--- src/rtl/cne_pkg.sv ---
package cne_pkg;

    typedef enum logic [2:0] {
        OP_CMP  = 3'd0,
        OP_NEG  = 3'd1,
        OP_EXTU = 3'd2,
        OP_EXTS = 3'd3,
        OP_TSET = 3'd4
    } op_e;

    typedef enum logic [1:0] {
        SZ_BYTE = 2'd0,
        SZ_WORD = 2'd1,
        SZ_LONG = 2'd2,
        SZ_BAD  = 2'd3
    } size_e;

    typedef enum logic [1:0] {
        ST_IDLE = 2'd0,
        ST_READ = 2'd1,
        ST_WRITE = 2'd2
    } tset_state_e;

    localparam int FLAG_N = 3;
    localparam int FLAG_Z = 2;
    localparam int FLAG_V = 1;
    localparam int FLAG_C = 0;

endpackage

--- src/rtl/cne_sub.sv ---
module cne_sub #(
    parameter int DATA_W = 32
) (
    input  logic [DATA_W-1:0] lhs,
    input  logic [DATA_W-1:0] rhs,
    input  logic [1:0]        size,
    output logic [DATA_W-1:0] diff,
    output logic [3:0]        nzvc
);
    localparam int NLANE = 3;

    logic [DATA_W-1:0] lane_diff [NLANE];
    logic [3:0]        lane_flag [NLANE];

    for (genvar g = 0; g < NLANE; g++) begin : g_lane
        localparam int LW = 8 << g;
        logic [LW:0] wide;
        always_comb begin
            wide = {1'b0, lhs[LW-1:0]} - {1'b0, rhs[LW-1:0]};
            lane_diff[g] = DATA_W'(wide[LW-1:0]);
            lane_flag[g][3] = wide[LW-1];
            lane_flag[g][2] = (wide[LW-1:0] == '0);
            lane_flag[g][1] = (lhs[LW-1] ^ rhs[LW-1]) & (lhs[LW-1] ^ wide[LW-1]);
            lane_flag[g][0] = wide[LW];
        end
    end

    always_comb begin
        case (size)
            2'd0:    begin diff = lane_diff[0]; nzvc = lane_flag[0]; end
            2'd1:    begin diff = lane_diff[1]; nzvc = lane_flag[1]; end
            default: begin diff = lane_diff[2]; nzvc = lane_flag[2]; end
        endcase
    end
endmodule

--- src/rtl/cne_ext.sv ---
module cne_ext #(
    parameter int DATA_W = 32
) (
    input  logic [DATA_W-1:0] src,
    input  logic              to_long,
    input  logic              sign_mode,
    output logic [DATA_W-1:0] ext,
    output logic              neg,
    output logic              zero
);
    localparam int QW = DATA_W / 4;
    localparam int HW = DATA_W / 2;

    logic fill;

    always_comb begin
        if (to_long) begin
            fill = sign_mode & src[HW-1];
            ext  = {{HW{fill}}, src[HW-1:0]};
            neg  = ext[DATA_W-1];
            zero = (ext == '0);
        end else begin
            fill = sign_mode & src[QW-1];
            ext  = {src[DATA_W-1:HW], {QW{fill}}, src[QW-1:0]};
            neg  = ext[HW-1];
            zero = (ext[HW-1:0] == '0);
        end
    end
endmodule

--- src/rtl/cne_legal.sv ---
module cne_legal #(
    parameter int                IDX_W       = 3,
    parameter logic [2**IDX_W-1:0] PTR_OK_MASK = 8'h33
) (
    input  logic [2:0]       op,
    input  logic [1:0]       size,
    input  logic [IDX_W-1:0] idx,
    output logic             ok
);
    import cne_pkg::*;

    always_comb begin
        case (op)
            OP_CMP, OP_NEG:   ok = (size != SZ_BAD);
            OP_EXTU, OP_EXTS: ok = (size == SZ_WORD) || (size == SZ_LONG);
            OP_TSET:          ok = (size == SZ_BYTE) && PTR_OK_MASK[idx];
            default:          ok = 1'b0;
        endcase
    end
endmodule

--- src/rtl/cne_unit.sv ---
module cne_unit #(
    parameter int                  DATA_W      = 32,
    parameter int                  ADDR_W      = 16,
    parameter int                  IDX_W       = 3,
    parameter logic [2**IDX_W-1:0] PTR_OK_MASK = 8'h33
) (
    input  logic              clk,
    input  logic              rst_n,
    input  logic              op_valid,
    input  logic [2:0]        op_code,
    input  logic [1:0]        op_size,
    input  logic              src_is_imm,
    input  logic [DATA_W-1:0] dst_opnd,
    input  logic [DATA_W-1:0] src_opnd,
    input  logic [DATA_W-1:0] imm_opnd,
    input  logic [IDX_W-1:0]  ptr_idx,
    input  logic [ADDR_W-1:0] ptr_addr,
    output logic              busy,
    output logic              res_valid,
    output logic              res_wr_en,
    output logic [DATA_W-1:0] res_data,
    output logic              res_illegal,
    output logic [3:0]        ccr_flags,
    output logic              mem_rd_req,
    output logic              mem_wr_req,
    output logic [ADDR_W-1:0] mem_addr,
    output logic [7:0]        mem_wdata,
    input  logic [7:0]        mem_rdata,
    input  logic              mem_rd_valid,
    input  logic              mem_wr_ready
);
    import cne_pkg::*;

    localparam int QW = DATA_W / 4;
    localparam int HW = DATA_W / 2;

    typedef struct packed {
        tset_state_e       state;
        logic              valid;
        logic              wr_en;
        logic              illegal;
        logic [DATA_W-1:0] data;
        logic [3:0]        flags;
        logic [ADDR_W-1:0] addr;
        logic [7:0]        old_byte;
    } unit_state_t;

    unit_state_t st_d, st_q;

    logic [DATA_W-1:0] sub_lhs, sub_rhs, sub_diff;
    logic [3:0]        sub_flags;
    logic [DATA_W-1:0] ext_val;
    logic              ext_n, ext_z;
    logic              legal;
    logic              is_neg;
    logic [DATA_W-1:0] neg_merged;

    assign is_neg  = (op_code == OP_NEG);
    assign sub_lhs = is_neg ? '0 : dst_opnd;
    assign sub_rhs = is_neg ? dst_opnd : (src_is_imm ? imm_opnd : src_opnd);

    cne_sub #(.DATA_W(DATA_W)) u_sub (
        .lhs  (sub_lhs),
        .rhs  (sub_rhs),
        .size (op_size),
        .diff (sub_diff),
        .nzvc (sub_flags)
    );

    cne_ext #(.DATA_W(DATA_W)) u_ext (
        .src       (dst_opnd),
        .to_long   (op_size == SZ_LONG),
        .sign_mode (op_code == OP_EXTS),
        .ext       (ext_val),
        .neg       (ext_n),
        .zero      (ext_z)
    );

    cne_legal #(.IDX_W(IDX_W), .PTR_OK_MASK(PTR_OK_MASK)) u_legal (
        .op   (op_code),
        .size (op_size),
        .idx  (ptr_idx),
        .ok   (legal)
    );

    always_comb begin
        case (op_size)
            SZ_BYTE: neg_merged = {dst_opnd[DATA_W-1:QW], sub_diff[QW-1:0]};
            SZ_WORD: neg_merged = {dst_opnd[DATA_W-1:HW], sub_diff[HW-1:0]};
            default: neg_merged = sub_diff;
        endcase
    end

    always_comb begin
        st_d         = st_q;
        st_d.valid   = 1'b0;
        st_d.wr_en   = 1'b0;
        st_d.illegal = 1'b0;
        case (st_q.state)
            ST_IDLE: begin
                if (op_valid) begin
                    if (!legal) begin
                        st_d.valid   = 1'b1;
                        st_d.illegal = 1'b1;
                    end else begin
                        case (op_code)
                            OP_CMP: begin
                                st_d.valid = 1'b1;
                                st_d.data  = neg_merged;
                                st_d.flags = sub_flags;
                            end
                            OP_NEG: begin
                                st_d.valid = 1'b1;
                                st_d.wr_en = 1'b1;
                                st_d.data  = neg_merged;
                                st_d.flags = sub_flags;
                            end
                            OP_EXTU, OP_EXTS: begin
                                st_d.valid = 1'b1;
                                st_d.wr_en = 1'b1;
                                st_d.data  = ext_val;
                                st_d.flags = {ext_n, ext_z, 1'b0, st_q.flags[FLAG_C]};
                            end
                            default: begin
                                st_d.state = ST_READ;
                                st_d.addr  = ptr_addr;
                            end
                        endcase
                    end
                end
            end
            ST_READ: begin
                if (mem_rd_valid) begin
                    st_d.old_byte = mem_rdata;
                    st_d.state    = ST_WRITE;
                end
            end
            ST_WRITE: begin
                if (mem_wr_ready) begin
                    st_d.state = ST_IDLE;
                    st_d.valid = 1'b1;
                    st_d.flags = {st_q.old_byte[7], (st_q.old_byte == 8'h00), 2'b00};
                end
            end
            default: st_d.state = ST_IDLE;
        endcase
    end

    always_ff @(posedge clk) begin
        if (!rst_n) begin
            st_q <= '{state: ST_IDLE, default: '0};
        end else begin
            st_q <= st_d;
        end
    end

    assign busy        = (st_q.state != ST_IDLE);
    assign res_valid   = st_q.valid;
    assign res_wr_en   = st_q.wr_en;
    assign res_data    = st_q.data;
    assign res_illegal = st_q.illegal;
    assign ccr_flags   = st_q.flags;
    assign mem_rd_req  = (st_q.state == ST_READ);
    assign mem_wr_req  = (st_q.state == ST_WRITE);
    assign mem_addr    = st_q.addr;
    assign mem_wdata   = st_q.old_byte | 8'h80;

endmodule

--- config.mk ---
export PLATFORM = sky130hd
export DESIGN_NAME = cne_unit
export DESIGN_NICKNAME = d
export VERILOG_FILES = /design/src/rtl/cne_pkg.sv /design/src/rtl/cne_sub.sv /design/src/rtl/cne_ext.sv /design/src/rtl/cne_legal.sv /design/src/rtl/cne_unit.sv
export SDC_FILE = /design/constraint.sdc
export NUM_CORES = 1
export LEC_CHECK = 0
export BUFFER_PORTS_ARGS = -buffer_cell sky130_fd_sc_hd__buf_2
export CORE_AREA = 2 2 153 110
export DETAILED_ROUTE_END_ITERATION = 16
export DIE_AREA = 0 0 155 112
export GPL_TIMING_DRIVEN = 1
export PLACE_DENSITY = 0.64
export RECOVER_POWER = 25
export SLEW_MARGIN = 20
export SYNTH_ARGS = -nofsm -noshare
export SYNTH_HDL_FRONTEND = slang
export SYNTH_SLANG_ARGS = --single-unit
--- constraint.sdc ---
create_clock -name clk -period 5.4 [get_ports clk]
set_input_delay 0.81 -clock clk [delete_from_list [all_inputs] [get_ports clk]]
set_output_delay 0.81 -clock clk [all_outputs]
set_load 0.02 [all_outputs]
# After elaboration in Yosys (flattened, before gate mapping)
# Memories as Yosys holds them, arrays and structs flattened.
# Index checks and enable logic that the tools add are counted.
dict set report word_totals {
  rom_bits 8
  reg_bits 65
  n_memories 1
  in_bits 134
  output_inout_bits 66
}
# memory depth width rd rd_ports_with_merged_regs wr line_no
set mem_list {}
lappend mem_list {{(name not given)} 8 1 1 0 0 cne_legal.sv:16} ;# OP_TSET: ok = (size == SZ_BYTE) && PTR_OK_MASK[idx];
dict set report classes {
  order_cmp 1
  n_addsub 3
  muxes 28
  n_bitwise 12
  reduce_logical 26
  eq_ne 17
}
# cell n
set op_table {}
lappend op_table {{two-way mux 32 bit} 4}
lappend op_table {{one-hot mux 32 bit (2 select lines)} 2}
lappend op_table {{one-hot mux 36 bit (2 select lines)} 1}
lappend op_table {{zero test 32 bit} 2}
lappend op_table {{two-way mux 57 bit} 1}
lappend op_table {{two-way mux 52 bit} 1}
lappend op_table {{subtractor 32 x 32 -> 33 bit} 1}
lappend op_table {{zero test 16 bit} 2}
lappend op_table {{subtractor 16 x 16 -> 17 bit} 1}
lappend op_table {{zero test 8 bit} 2}
lappend op_table {{two-way mux 16 bit} 1}
lappend op_table {{one-hot mux 4 bit (2 select lines)} 2}
lappend op_table {{inequality test 2 bit, second input constant} 6}
lappend op_table {{AND reduction 4 bit} 3}
lappend op_table {{AND reduction 5 bit} 2}
lappend op_table {{subtractor 8 x 8 -> 9 bit} 1}
lappend op_table {{two-way mux 1 bit} 8}
lappend op_table {{equality test 3 x 2 -> 1 bit, second input constant} 2}
lappend op_table {{two-way mux 2 bit} 3}
lappend op_table {{one-hot mux 2 bit (3 select lines)} 1}
lappend op_table {{AND reduction 6 bit} 1}
lappend op_table {{nonzero test 2 bit} 3}
lappend op_table {{bitwise XOR 1 bit} 6}
lappend op_table {{AND 1 bit} 5}
lappend op_table {{other kinds (21)} 26}

# Longest topological paths before layout
dict set report logic_depth {
  depth_word 10
  depth_mapped 17
  depth_no_buf 15
}

# Hierarchy
# A second synthesis with hierarchy kept.
dict set report unflattened {
  hier_cells 1048
  hier_area_um2 7422.1
}
# mod cells_per_inst instances area_per_inst_um2 seq_area_each_um2
set modules_own_cells {}
lappend modules_own_cells {cne_unit 581 1 4475.5 1301.2}
lappend modules_own_cells {cne_sub 388 1 2492.4 0.0}
lappend modules_own_cells {cne_ext 70 1 386.6 0.0}
lappend modules_own_cells {cne_legal 9 1 67.6 0.0}

# Least setup slack after synthesis
# Ideal clock, no wire load.
dict set report synth_path {
  kind {input port to flip-flop}
  start {input port src_is_imm}
  end {register st_q, in the netlist ccr_flags[2]}
  path_buffers 2
  arrival_ps 4332
  slack_ps 999
  setup_time_ps 69
  stages 15
  path_cell_list {clkbuf_1 clkbuf_1 mux2i_1 o21ai_0 ha_1 fa_1 nand2b_1 a211o_1 a2111oi_2 nand2_1 a311oi_1 or4b_1 o21ai_2 nand4_1 o21ai_1}
}
dict set report synth_between {
  elab_chain_len 9
  elab_cells_between_ends 13
}
# item line_no
set synth_lines {}
lappend synth_lines {{start, declared} cne_unit.sv:12} ;# input logic src_is_imm,
lappend synth_lines {{two-way mux 32 bit (*) (2 in a row)} cne_unit.sv:60} ;# assign sub_rhs = is_neg ? dst_opnd : (src_is_imm ? imm_opnd : src_opnd);
lappend synth_lines {{subtractor 32 x 32 -> 33 bit, or another cell as far along} cne_sub.sv:19} ;# wide = {1'b0, lhs[LW-1:0]} - {1'b0, rhs[LW-1:0]};
lappend synth_lines {{zero test 32 bit, or another cell as far along} cne_sub.sv:22} ;# lane_flag[g][2] = (wide[LW-1:0] == '0);
lappend synth_lines {{one-hot mux 4 bit (2 select lines) (*)} cne_sub.sv:29} ;# case (size)
lappend synth_lines {{one-hot mux 36 bit (2 select lines) (*)} cne_unit.sv:106} ;# case (op_code)
lappend synth_lines {{two-way mux 52 bit (*)} cne_unit.sv:102} ;# if (!legal) begin
lappend synth_lines {{two-way mux 57 bit (*)} cne_unit.sv:101} ;# if (op_valid) begin
lappend synth_lines {{one-hot mux 4 bit (2 select lines) (*)} cne_unit.sv:99} ;# case (st_q.state)
lappend synth_lines {{end signal, assigned} cne_unit.sv:153} ;# st_q <= st_d;
lappend synth_lines {{end, declared} cne_unit.sv:48} ;# unit_state_t st_d, st_q;
# Mark *: on every way between the ends. The rest lies on a longest branch, timed or not. The select of a mux whose other input is x is not followed.
# A chain may end at the register's enable or synchronous reset.

# Worst setup path in the final report
dict set report layout_path {
  start {input port op_code[2]}
  end {register st_q, in the netlist ccr_flags[2]}
}
dict set report layout_between {
  elab_chain_len 9
  elab_cells_between_ends 29
}
# item line_no
set layout_lines {}
lappend layout_lines {{start, declared} cne_unit.sv:10} ;# input logic [2:0] op_code,
lappend layout_lines {{equality test 3 x 1 -> 1 bit} {cne_legal.sv:13, cne_unit.sv:58, cne_unit.sv:106}}
lappend layout_lines {{two-way mux 32 bit (on tied branches)} {cne_unit.sv:59, cne_unit.sv:60}}
lappend layout_lines {{subtractor 32 x 32 -> 33 bit, or another cell as far along} cne_sub.sv:19}
lappend layout_lines {{zero test 32 bit, or another cell as far along} cne_sub.sv:22}
lappend layout_lines {{one-hot mux 4 bit (2 select lines)} cne_sub.sv:29}
lappend layout_lines {{one-hot mux 36 bit (2 select lines)} cne_unit.sv:106}
lappend layout_lines {{two-way mux 52 bit} cne_unit.sv:102}
lappend layout_lines {{two-way mux 57 bit} cne_unit.sv:101}
lappend layout_lines {{one-hot mux 4 bit (2 select lines)} cne_unit.sv:99}
# Several ways; a longest one is shown, not always the timed one. The select of a mux whose other input is x is not followed.

==> metrics.md <==
| Metric | Value |
|---|---|
| Final hold vios | 0 |
| Initial DRC count | 461 |
| Die H | 112 um |
| Die footprint | 17,400 um^2 |
| Pre-antenna DRT Iters | 5 |
| Final net count | 1,194 |
| Ratio of cells with drive above 1 in the final layout | 20.5% |
| Num CTS Buffers | 9 |
| Fin. max-slew vios | 0 |
| Initial antenna violation count | 0 |
| Post-synth EDFFs | 0 |
| Routed wire length | 21.4 mm |
| Drt via density | 5.60 |
| H-tree levels | 3 |
| RSZ-0062 raised after global routing | false |
| Final Util | 47.5% |
| Clock sink count | 65 |
| Clock Latency Late Sink | 0.33 ns |
| CTS Hold Bufs | 0 |
| Largest net degree at the start of global routing | 67 |
| Crit start category | primary input |
| First-pass GRT wire length | 33.7 mm |
| Leakage Power | 3.36 nW |
| Setup TNS Final | 0 ns |
| Library cells used by synthesis | 75 |
| Synthesis-to-finish area growth | 15.1% |
| Max Fanout on Critical Path | 13 |
| P per Cell Area | 255 nW/um^2 |
| Number of global-route vias before repair | 6,246 |
| Clock buffer depth | 2 |
| Core Rows | 39 |
| Post-CTS sizing | 0 |
| Post-DR wirelength/cell | 17.3 um |
| Synth top area share | 19.7% |
| Via Count | 6,900 |
| Fin crit share | 82.4% |
| Clock period minus worst slack | 4.45 ns |
| CP endpoint kind | flip-flop |
| Fmax | 225 MHz |
| Tightest Hold Check Type | reg -> reg |
| Core ar. | 16,000 um^2 |
| Syn Area/Cell | 7.22 um^2 |
| # fillers | 1,678 |
| Slew margin rel. | 35.6% |
| CTS tree | yes |
| Port Buffers | 196 |
| Post-synthesis cell area | 6590 um^2 |
| Gr usage total | 24.2% |
| Antenna viol nets, final | 0 |
| Outcome | complete, no violations |
| Top-count cell post-synth | nand2_1 |
| Synthesized instance count | 913 |
| Top cells by count, synth | nand2_1 (101), a21oi_1 (100), nor2_1 (75) |
| Synth area leader | dfxtp_1 |
| Syn_nets | 1,085 |
| Top post-synthesis cells by area | dfxtp_1 (20%), a21oi_1 (7.6%), ha_1 (7.0%), buf_4 (7.0%), nand2_1 (5.8%) |
| Worst vdd ir | 0.000185 V |
| Starting Density | 41.3% |
| Gr ovfl total | 0 |
| Arrival @ worst endpoint | 4.71 ns |
| Final Setup Violations | 0 |
| Dpl hpwl | 17.1 mm |
| Req. time, crit path | 5.66 ns |
| Clk root buf | clkbuf_16 |
| Worst-path clk slew | 0.06 ns |
| Post-CTS setup buffer count | 0 |
| Ys async rst share | 0% |
| Skew final | 0.00714 ns |
| Die W | 155 um |
| GPL Wtd Cong | 0.946 |
| Crit Path Class | in -> reg |
| Ant. Diodes | 0 |
| IO Pins | 200 |
| YS warnings | 0 |
| Max-Cap Viols | 0 |
| Post-synthesis register bit count | 65 |
| Register area share after synthesis | 19.7% |
| Ys flop type | dfxtp_1 |
| Worst Tran Pin Value | 0.961 ns |
| DRC | 0 |
## where the power goes
group          internal, mW  switching (mW)
Combinational         0.301           0.481
Sequential            0.498         0.00932
Clock                 0.418           0.225
Total                  1.22           0.715
## flip-flops by register name (all words and copies together) (netlist names)
signal,flops
res_illegal,1
mem_addr,16
res_data,32
ccr_flags,4
res_valid,1
st_q,3
mem_wdata,7
res_wr_en,1
## final timing paths
check	to	slack [ns]	from	cells after the start
worst max-delay path	ccr_flags[2]$_SDFFE_PN0P_	0.95	op_code[2]	17
worst min-delay path	res_data[15]$_SDFFE_PN0P_	0.45	res_data[15]$_SDFFE_PN0P_	2
worst max register to register	ccr_flags[2]$_SDFFE_PN0P_	2.67	st_q[63]$_SDFFE_PN0P_	9
worst min register to register	res_data[15]$_SDFFE_PN0P_	0.45	res_data[15]$_SDFFE_PN0P_	2
## placed cells by master (no fill, tap or decap), drive strengths merged, types with 5 or more instances in the layout
master,count
nor3,24
nand2b,8
o21a,8
a21oi,101
xor2,5
and2,38
o211a,8
or3,8
nor2b,13
o21ai,51
mux2i,35
nor2,75
ha,37
and3,5
or2,6
xnor2,20
buf,179
a21boi,30
nand2,102
dfxtp,65
nand3,21
nand4,9
a211oi,11
inv,19
nor4,7
a21o,11
o211ai,12
a221oi,14
clkbuf,42
## worst max-delay path, stage by stage
cell and delay [ns]:
buf_2 0.15, nor2_1 0.07, and2_2 0.30, buf_4 0.22, nand2_1 0.07, o21ai_0 0.11
ha_1 0.22, fa_1 0.39, nand2b_1 0.20, a211o_1 0.34, a2111oi_2 0.44, nand2_1 0.13
a311oi_1 0.26, or4b_1 0.55, o21ai_2 0.18, nand4_1 0.12, o21ai_1 0.14
## cell families after synthesis
logic type               share of synthesized area [%]
other                                           0.0569
buffers and inverters                             11.0
adder cells (fa/ha/maj)                           7.33
XOR/XNOR                                          3.32
multiplexers                                      5.49
AND/OR/NAND/NOR                                   24.5
flip-flops                                        19.7
AO/OA/AOI/OAI                                     28.5
## per-stage QoR
step / cell area (um^2) / setup slack (ns) / power [mW] / hold slack [ns] / std cells
after global routing: 7580 / 0.639 / 2.05 / 0.477 / 1232
after CTS: 7620 / 1.01 / 1.93 / 0.451 / 1232
after global placement: 7290 / 0.675 / 1.28 / 0.440 / 1216
after detailed placement: 7290 / 0.682 / 1.28 / 0.446 / 1216
after floorplan: 6590 / 0.999 / 1.07 / 0.431 / 913
final: 7580 / 0.951 / 1.93 / 0.450 / 1232
## layout make-up
class                      instances  area (um^2)  share of cell area [%]
tap                              205          256                    3.38
clock inverter                     6         90.1                    1.19
clock buffer                      10          239                    3.15
multi-input combinational        717         4570                    60.3
inverter                          18         67.6                   0.891
timing repair buffer             211         1060                    13.9
sequential                        65         1300                    17.2
## routing by layer
| metal | GRT usage [%] | vias to the layer above | share of wire (%) |
|---|---|---|---|
| li1 | - | 3451 | - |
| met1 | 39.2 | 3149 | 53 |
| met2 | 32.7 | 283 | 37 |
| met3 | 4.87 | 17 | 8.6 |
| met4 | 3.77 | 0 | 0.90 |
| met5 | 0 | - | 0 |
Note: power is estimated with default switching activity, not from simulation.
